File: src/rtl/ecqf_pkg.sv
package ecqf_pkg;

  // Slots between a request entering and its cell leaving.
  function automatic int win_len(input int nq, input int b);
    return nq * (b - 1) + 1;
  endfunction

  // Total cells the head cache must be able to hold.
  function automatic int cache_cap(input int nq, input int b);
    return nq * (b - 1);
  endfunction

  // Width of a cached-cell counter: a refill is ordered only while the
  // count is below the window demand, so it stays under win + b.
  function automatic int cnt_width(input int nq, input int b);
    return $clog2(win_len(nq, b) + b) + 1;
  endfunction

  // True when the demand seen so far outruns what is cached.
  function automatic logic runs_dry(input logic [15:0] demand, input logic [15:0] cached);
    return demand > cached;
  endfunction

endpackage

File: src/rtl/ecqf_lookahead.sv
module ecqf_lookahead #(
  parameter int W  = 13,
  parameter int QW = 2
) (
  input  logic                  clk,
  input  logic                  rst_n,
  input  logic                  in_valid,
  input  logic [QW-1:0]         in_qid,
  output logic [W-1:0]          win_valid,
  output logic [W-1:0][QW-1:0]  win_qid
);
  // Stage 0 holds the newest request, stage W-1 the oldest.
  always_ff @(posedge clk or negedge rst_n) begin
    if (!rst_n) begin
      win_valid[0] <= 1'b0;
      win_qid[0]   <= '0;
    end else begin
      win_valid[0] <= in_valid;
      win_qid[0]   <= in_qid;
    end
  end

  for (genvar s = 1; s < W; s++) begin : g_stage
    always_ff @(posedge clk or negedge rst_n) begin
      if (!rst_n) begin
        win_valid[s] <= 1'b0;
        win_qid[s]   <= '0;
      end else begin
        win_valid[s] <= win_valid[s-1];
        win_qid[s]   <= win_qid[s-1];
      end
    end
  end
endmodule

File: src/rtl/ecqf_crit_finder.sv
module ecqf_crit_finder
  import ecqf_pkg::*;
#(
  parameter int NQ = 4,
  parameter int W  = 13,
  parameter int QW = 2,
  parameter int CW = 6
) (
  input  logic [W-1:0]          win_valid,
  input  logic [W-1:0][QW-1:0]  win_qid,
  input  logic [NQ-1:0][CW-1:0] cached,
  output logic                  found,
  output logic [QW-1:0]         sel_qid
);
  localparam int PSW = (W > 1) ? $clog2(W) : 1;

  logic [NQ-1:0]          q_hit;
  logic [NQ-1:0][PSW-1:0] q_pos;

  for (genvar q = 0; q < NQ; q++) begin : g_queue
    logic [CW-1:0]  acc;
    logic           hit_l;
    logic [PSW-1:0] pos_l;

    // Walk oldest to newest; record first slot where demand beats cache.
    always_comb begin
      acc   = '0;
      hit_l = 1'b0;
      pos_l = '0;
      for (int p = 0; p < W; p++) begin
        if (win_valid[W-1-p] && (win_qid[W-1-p] == QW'(q))) acc = acc + CW'(1);
        if (!hit_l && runs_dry(16'(acc), 16'(cached[q]))) begin
          hit_l = 1'b1;
          pos_l = PSW'(p);
        end
      end
    end

    assign q_hit[q] = hit_l;
    assign q_pos[q] = pos_l;
  end

  // Earliest position wins; strict compare keeps the lowest index on ties.
  logic [PSW-1:0] best_pos;
  always_comb begin
    found    = 1'b0;
    sel_qid  = '0;
    best_pos = '0;
    for (int q = 0; q < NQ; q++) begin
      if (q_hit[q] && (!found || (q_pos[q] < best_pos))) begin
        found    = 1'b1;
        sel_qid  = QW'(q);
        best_pos = q_pos[q];
      end
    end
  end
endmodule

File: src/rtl/ecqf_occupancy.sv
module ecqf_occupancy #(
  parameter int NQ = 4,
  parameter int B  = 4,
  parameter int QW = 2,
  parameter int CW = 6
) (
  input  logic                  clk,
  input  logic                  rst_n,
  input  logic                  fill_valid,
  input  logic [QW-1:0]         fill_qid,
  input  logic                  take_valid,
  input  logic [QW-1:0]         take_qid,
  output logic [NQ-1:0][CW-1:0] cached,
  output logic                  empty_take,
  output logic                  underflow
);
  logic [NQ-1:0] dry_evt;

  for (genvar q = 0; q < NQ; q++) begin : g_cnt
    logic          fill_here;
    logic          take_here;
    logic [CW-1:0] after_fill;

    assign fill_here  = fill_valid && (fill_qid == QW'(q));
    assign take_here  = take_valid && (take_qid == QW'(q));
    assign after_fill = cached[q] + (fill_here ? CW'(B) : CW'(0));
    assign dry_evt[q] = take_here && (after_fill == '0);

    always_ff @(posedge clk or negedge rst_n) begin
      if (!rst_n)
        cached[q] <= '0;
      else if (take_here && (after_fill != '0))
        cached[q] <= after_fill - CW'(1);
      else
        cached[q] <= after_fill;
    end
  end

  assign empty_take = |dry_evt;

  always_ff @(posedge clk or negedge rst_n) begin
    if (!rst_n)          underflow <= 1'b0;
    else if (empty_take) underflow <= 1'b1;
  end
endmodule

File: src/rtl/ecqf_refill_sched.sv
module ecqf_refill_sched
  import ecqf_pkg::*;
#(
  parameter int NQ = 4,
  parameter int B  = 4,
  localparam int QW = $clog2(NQ)
) (
  input  logic          clk,
  input  logic          rst_n,
  input  logic          req_valid,
  input  logic [QW-1:0] req_qid,
  output logic          disp_valid,
  output logic [QW-1:0] disp_qid,
  output logic          rd_valid,
  output logic [QW-1:0] rd_qid,
  output logic          underflow
);
  localparam int W   = win_len(NQ, B);
  localparam int CW  = cnt_width(NQ, B);
  localparam int PHW = (B > 1) ? $clog2(B) : 1;

  logic [W-1:0]          win_valid;
  logic [W-1:0][QW-1:0]  win_qid;
  logic [NQ-1:0][CW-1:0] cached;
  logic                  crit_found;
  logic [QW-1:0]         crit_qid;
  logic                  head_valid;
  logic [QW-1:0]         head_qid;
  logic                  decide_slot;
  logic                  refill_fire;
  logic                  empty_take;
  logic [PHW-1:0]        phase;

  ecqf_lookahead #(.W(W), .QW(QW)) u_look (
    .clk       (clk),
    .rst_n     (rst_n),
    .in_valid  (req_valid),
    .in_qid    (req_qid),
    .win_valid (win_valid),
    .win_qid   (win_qid)
  );

  assign head_valid = win_valid[W-1];
  assign head_qid   = win_qid[W-1];

  ecqf_crit_finder #(.NQ(NQ), .W(W), .QW(QW), .CW(CW)) u_crit (
    .win_valid (win_valid),
    .win_qid   (win_qid),
    .cached    (cached),
    .found     (crit_found),
    .sel_qid   (crit_qid)
  );

  // Decision grid: phase 0 is a decision edge, one in every B slots.
  assign decide_slot = (phase == '0);
  assign refill_fire = decide_slot && crit_found;

  always_ff @(posedge clk or negedge rst_n) begin
    if (!rst_n)                     phase <= '0;
    else if (phase == PHW'(B - 1))  phase <= '0;
    else                            phase <= phase + PHW'(1);
  end

  ecqf_occupancy #(.NQ(NQ), .B(B), .QW(QW), .CW(CW)) u_occ (
    .clk        (clk),
    .rst_n      (rst_n),
    .fill_valid (refill_fire),
    .fill_qid   (crit_qid),
    .take_valid (head_valid),
    .take_qid   (head_qid),
    .cached     (cached),
    .empty_take (empty_take),
    .underflow  (underflow)
  );

  always_ff @(posedge clk or negedge rst_n) begin
    if (!rst_n) begin
      disp_valid <= 1'b0;
      disp_qid   <= '0;
      rd_valid   <= 1'b0;
      rd_qid     <= '0;
    end else begin
      disp_valid <= head_valid;
      disp_qid   <= head_qid;
      rd_valid   <= refill_fire;
      rd_qid     <= refill_fire ? crit_qid : rd_qid;
    end
  end
endmodule

File: config.mk
export PLATFORM = sky130hd
export DESIGN_NAME = ecqf_refill_sched
export DESIGN_NICKNAME = d
export VERILOG_FILES = /design/src/rtl/ecqf_pkg.sv /design/src/rtl/ecqf_lookahead.sv /design/src/rtl/ecqf_crit_finder.sv /design/src/rtl/ecqf_occupancy.sv /design/src/rtl/ecqf_refill_sched.sv
export SDC_FILE = /design/constraint.sdc
export NUM_CORES = 1
export LEC_CHECK = 0
export BUFFER_PORTS_ARGS = -buffer_cell sky130_fd_sc_hd__buf_4
export CAP_MARGIN = 20
export CORE_AREA = 2 2 212 214
export DETAILED_ROUTE_END_ITERATION = 8
export DIE_AREA = 0 0 214 216
export GPL_ROUTABILITY_DRIVEN = 0
export MAX_ROUTING_LAYER = met4
export SETUP_SLACK_MARGIN = 0.3
export SYNTH_ARGS = -nofsm -noshare
export SYNTH_HDL_FRONTEND = slang
export SYNTH_SLANG_ARGS = --single-unit
File: constraint.sdc
create_clock -name clk -period 28.6 [get_ports clk]
set_input_delay 5.72 -clock clk [delete_from_list [all_inputs] [get_ports clk]]
set_output_delay 5.72 -clock clk [all_outputs]
set_load 0.005 [all_outputs]
==> flow_summary.toml <==
[run]
cap_viol_max_count = 0

[critical_path]
crit_path_end_kind = "register"
start_kind = "register"
cp.arrival_ps = 15250
slowest_delay_ps = 450
cp_data_required_time_ps = 28860
crit_path_frequent_cell = "ha_1"
crit_slowest_cell = "ha_1"
path_class = "register to register"
reg2reg_setup_slack_ps = 13620
critPathMaxFanout = 10

[final_layout]
final_common_cell = "ha_1"
multi_input_area_mm2 = 0.0128
mostFrequentLayoutCells = "ha_1, inv_1, nand2_1"
nets = 2170
drive_gt1_share_pct = 7.14
n_antenna_cell = 0
design_area_mm2 = 0.0163
syn_to_final_growth_pct = 7.43
fill_cells = 4467
register_area_mm2 = 0.00180

[global_routing]
antenna_found_initial = 0
grt_pass1_vias = 13300
grt_remaining_overflow = 0
grt_usage_pct = 18.7
grt_pass1_wl_um = 68300
grt_max_degree = 73

[clock_tree]
cts_tree = "built"
clk_latency_ps = 340
post_cts_buffers = 0
h-tree-depth = 3
clockBufferDepth = 2
ctsHoldBuffers = 0
root_buffer = "clkbuf_16"
cts-resized-gates = 0
cts_buffers = 9
clk_pin_slew_worst_paths_ps = 60
cts.sinks = 72

[die]
io_pins = 12
die-area_mm2 = 0.0462
initial_core_util_pct = 34.7
core_mm2 = 0.0438
num_rows = 77
die_h_um = 216
fp.dieW_um = 214

[power]
pwr-share-comb_pct = 76.4
ir_drop_v = 0.0000667
clockPowerShare_pct = 9.6
p_leak_uw = 0.00789
p_per_area_mw_per_mm2 = 74.1
pwr-share-seq_pct = 14.0
internal_power_uw = 587
p_sw_uw = 624
switching_share_pct = 51.5

[synthesis]
ys_seq_area_share_pct = 11.8
syn_inst = 1824
syn_area_mm2 = 0.0152
avgSynthCellArea_um2 = 8.34
yosysWarnings = 0
synth_ff_type = "dfrtp_1"
synth_edf_count = 0
ys_types = 99
async_reset_ff_share_pct = 100
synth_seq_cells = 72

[sta]
post-route-period-util_pct = 52.4
skew_ps = 12.4
tightest_slew_ps = 929
fmax_ghz = 0.0667
fin_crit_ps = 14980
slew_viol_final = 0
slew_headroom_pct = 38.1
hold_violations = 0
finalSetupTns_ps = 0
rsz0062_at_grt = "no"
setup_viol = 0

[route]
vias = 13700
viasPerCell = 5.59
route.detailed.drc = 0
drt-wirelength-per-cell_um = 17.3
first_pass_iters = 5
initialDrtViolationCount = 925
ant_nets = 0
drt-total-wl_um = 42200

[placed_design]
dpl.hpwl_um = 33000
io_buffers = 11
place_area_mm2 = 0.0160

[worst_hold_path]
min_path_type = "register to register"

[status]
status = "finished, final reports clean"
==> critical path: cells and delay by family (launching register included) <==
family	cells	cell delay (ps)
AOI/OAI and AO/OA	23	4820
xor gates and xnor gates	4	800
adders and majority gates	14	4250
buffers and inverters	3	300
DFF	1	440
muxes	4	1180
and+or+nand+nor	17	3090
==> worst paths after layout <==
check                      depth (start not counted)             endpoint                 from
max reg2reg                                       65      u_occ.cached[5]   u_look.win_qid[25]
max                                               65      u_occ.cached[5]   u_look.win_qid[25]
min in group asynchronous                          1  u_look.win_valid[0]                rst_n
min reg2reg                                        0  u_look.win_valid[1]  u_look.win_valid[0]
max in group asynchronous                          1      u_occ.cached[3]                rst_n
min                                                0  u_look.win_valid[1]  u_look.win_valid[0]
==> cells in the mapped netlist (7+ instances only) <==
library cell / count / area (µm²)
a211oi_1: 9 / 67.6
a21boi_0: 8 / 60.1
a21o_1: 19 / 143
a21oi_1: 83 / 415
a22oi_1: 7 / 52.6
a31oi_1: 19 / 119
a32oi_1: 8 / 70.1
and2_1: 17 / 106
and3_1: 19 / 119
and3b_1: 12 / 105
and4_1: 16 / 140
buf_2: 10 / 50.1
clkbuf_1: 14 / 52.6
dfrtp_1: 72 / 1800
ha_1: 320 / 4000
inv_1: 153 / 574
mux2_2: 16 / 180
mux2i_1: 11 / 110
nand2_1: 139 / 522
nand2b_1: 23 / 144
nand3_1: 60 / 300
nand3b_1: 15 / 113
nand4_1: 56 / 350
nand4b_1: 13 / 114
nor2_1: 106 / 398
nor2b_1: 56 / 350
nor3_1: 21 / 105
nor3b_1: 23 / 173
nor4_1: 8 / 50.1
o21a_1: 47 / 353
o21ai_0: 77 / 385
o22ai_1: 23 / 144
o31ai_1: 11 / 82.6
or2_2: 8 / 50.1
or3_1: 7 / 43.8
or3b_2: 7 / 61.3
xnor2_1: 109 / 955
xnor2_2: 16 / 260
xnor2_4: 8 / 220
xnor3_1: 9 / 203
xor2_1: 36 / 315
==> per-stage QoR <==
step	utilization, %	hold slack [ps]	cells	power, µW	worst slack [ps]
final	37.3	439	2441	1210	13620
after detailed placement	36.6	422	2425	1090	13780
after CTS	37.2	438	2440	1210	13730
after global routing	37.3	454	2441	1350	12610
after floorplan	-	352	1843	851	15460
after global placement	36.5	421	2424	1050	14350
==> registers in the layout, summed over array words and instances, names as in the netlist <==
name,flops
disp_qid,2
u_occ.underflow,1
rd_valid,1
u_look.win_valid,13
rd_qid,2
phase,2
u_occ.cached,24
u_look.win_qid,26
disp_valid,1
==> power by group through the flow <==
stage               sequential [µW]  clock, µW  combinational [µW]
floorplan                       149          0                 702
CTS                             169        117                 924
detailed placement              171          0                 918
global route                    173        123                1060
finish                          170        116                 925
global placement                171          0                 878
==> per-layer routing <==
metal  GRT usage, %  vias up  part of all wire [%]
met3           2.17       75                   4.6
met2           30.7      321                    46
met4           6.46        0                   3.4
li1               -     6720                     -
met1           23.7     6538                    46
met5              -        -                     0
==> layout make-up <==
class / count / area share (%)
clock buffer: 10 / 1.46
timing repair buffer: 19 / 0.858
tap: 592 / 4.53
inverter: 158 / 3.65
clock inverter: 5 / 0.391
sequential: 72 / 11.0
multi-input combinational: 1585 / 78.1
==> kinds of logic (layout without fill, tap and decap cells) <==
kind of cell	Yosys count	in the layout	share of synthesized area [%]
adder cells (fa/ha/maj)	320	320	26.3
AO/OA/AOI/OAI	394	394	17.4
AND/OR/NAND/NOR	638	638	23.8
buffers and inverters	186	192	4.74
flip-flops	72	72	11.8
other	1	20	0.0247
multiplexers	27	27	1.91
XOR/XNOR	186	186	13.9
Power figures use the tool's default switching activity.
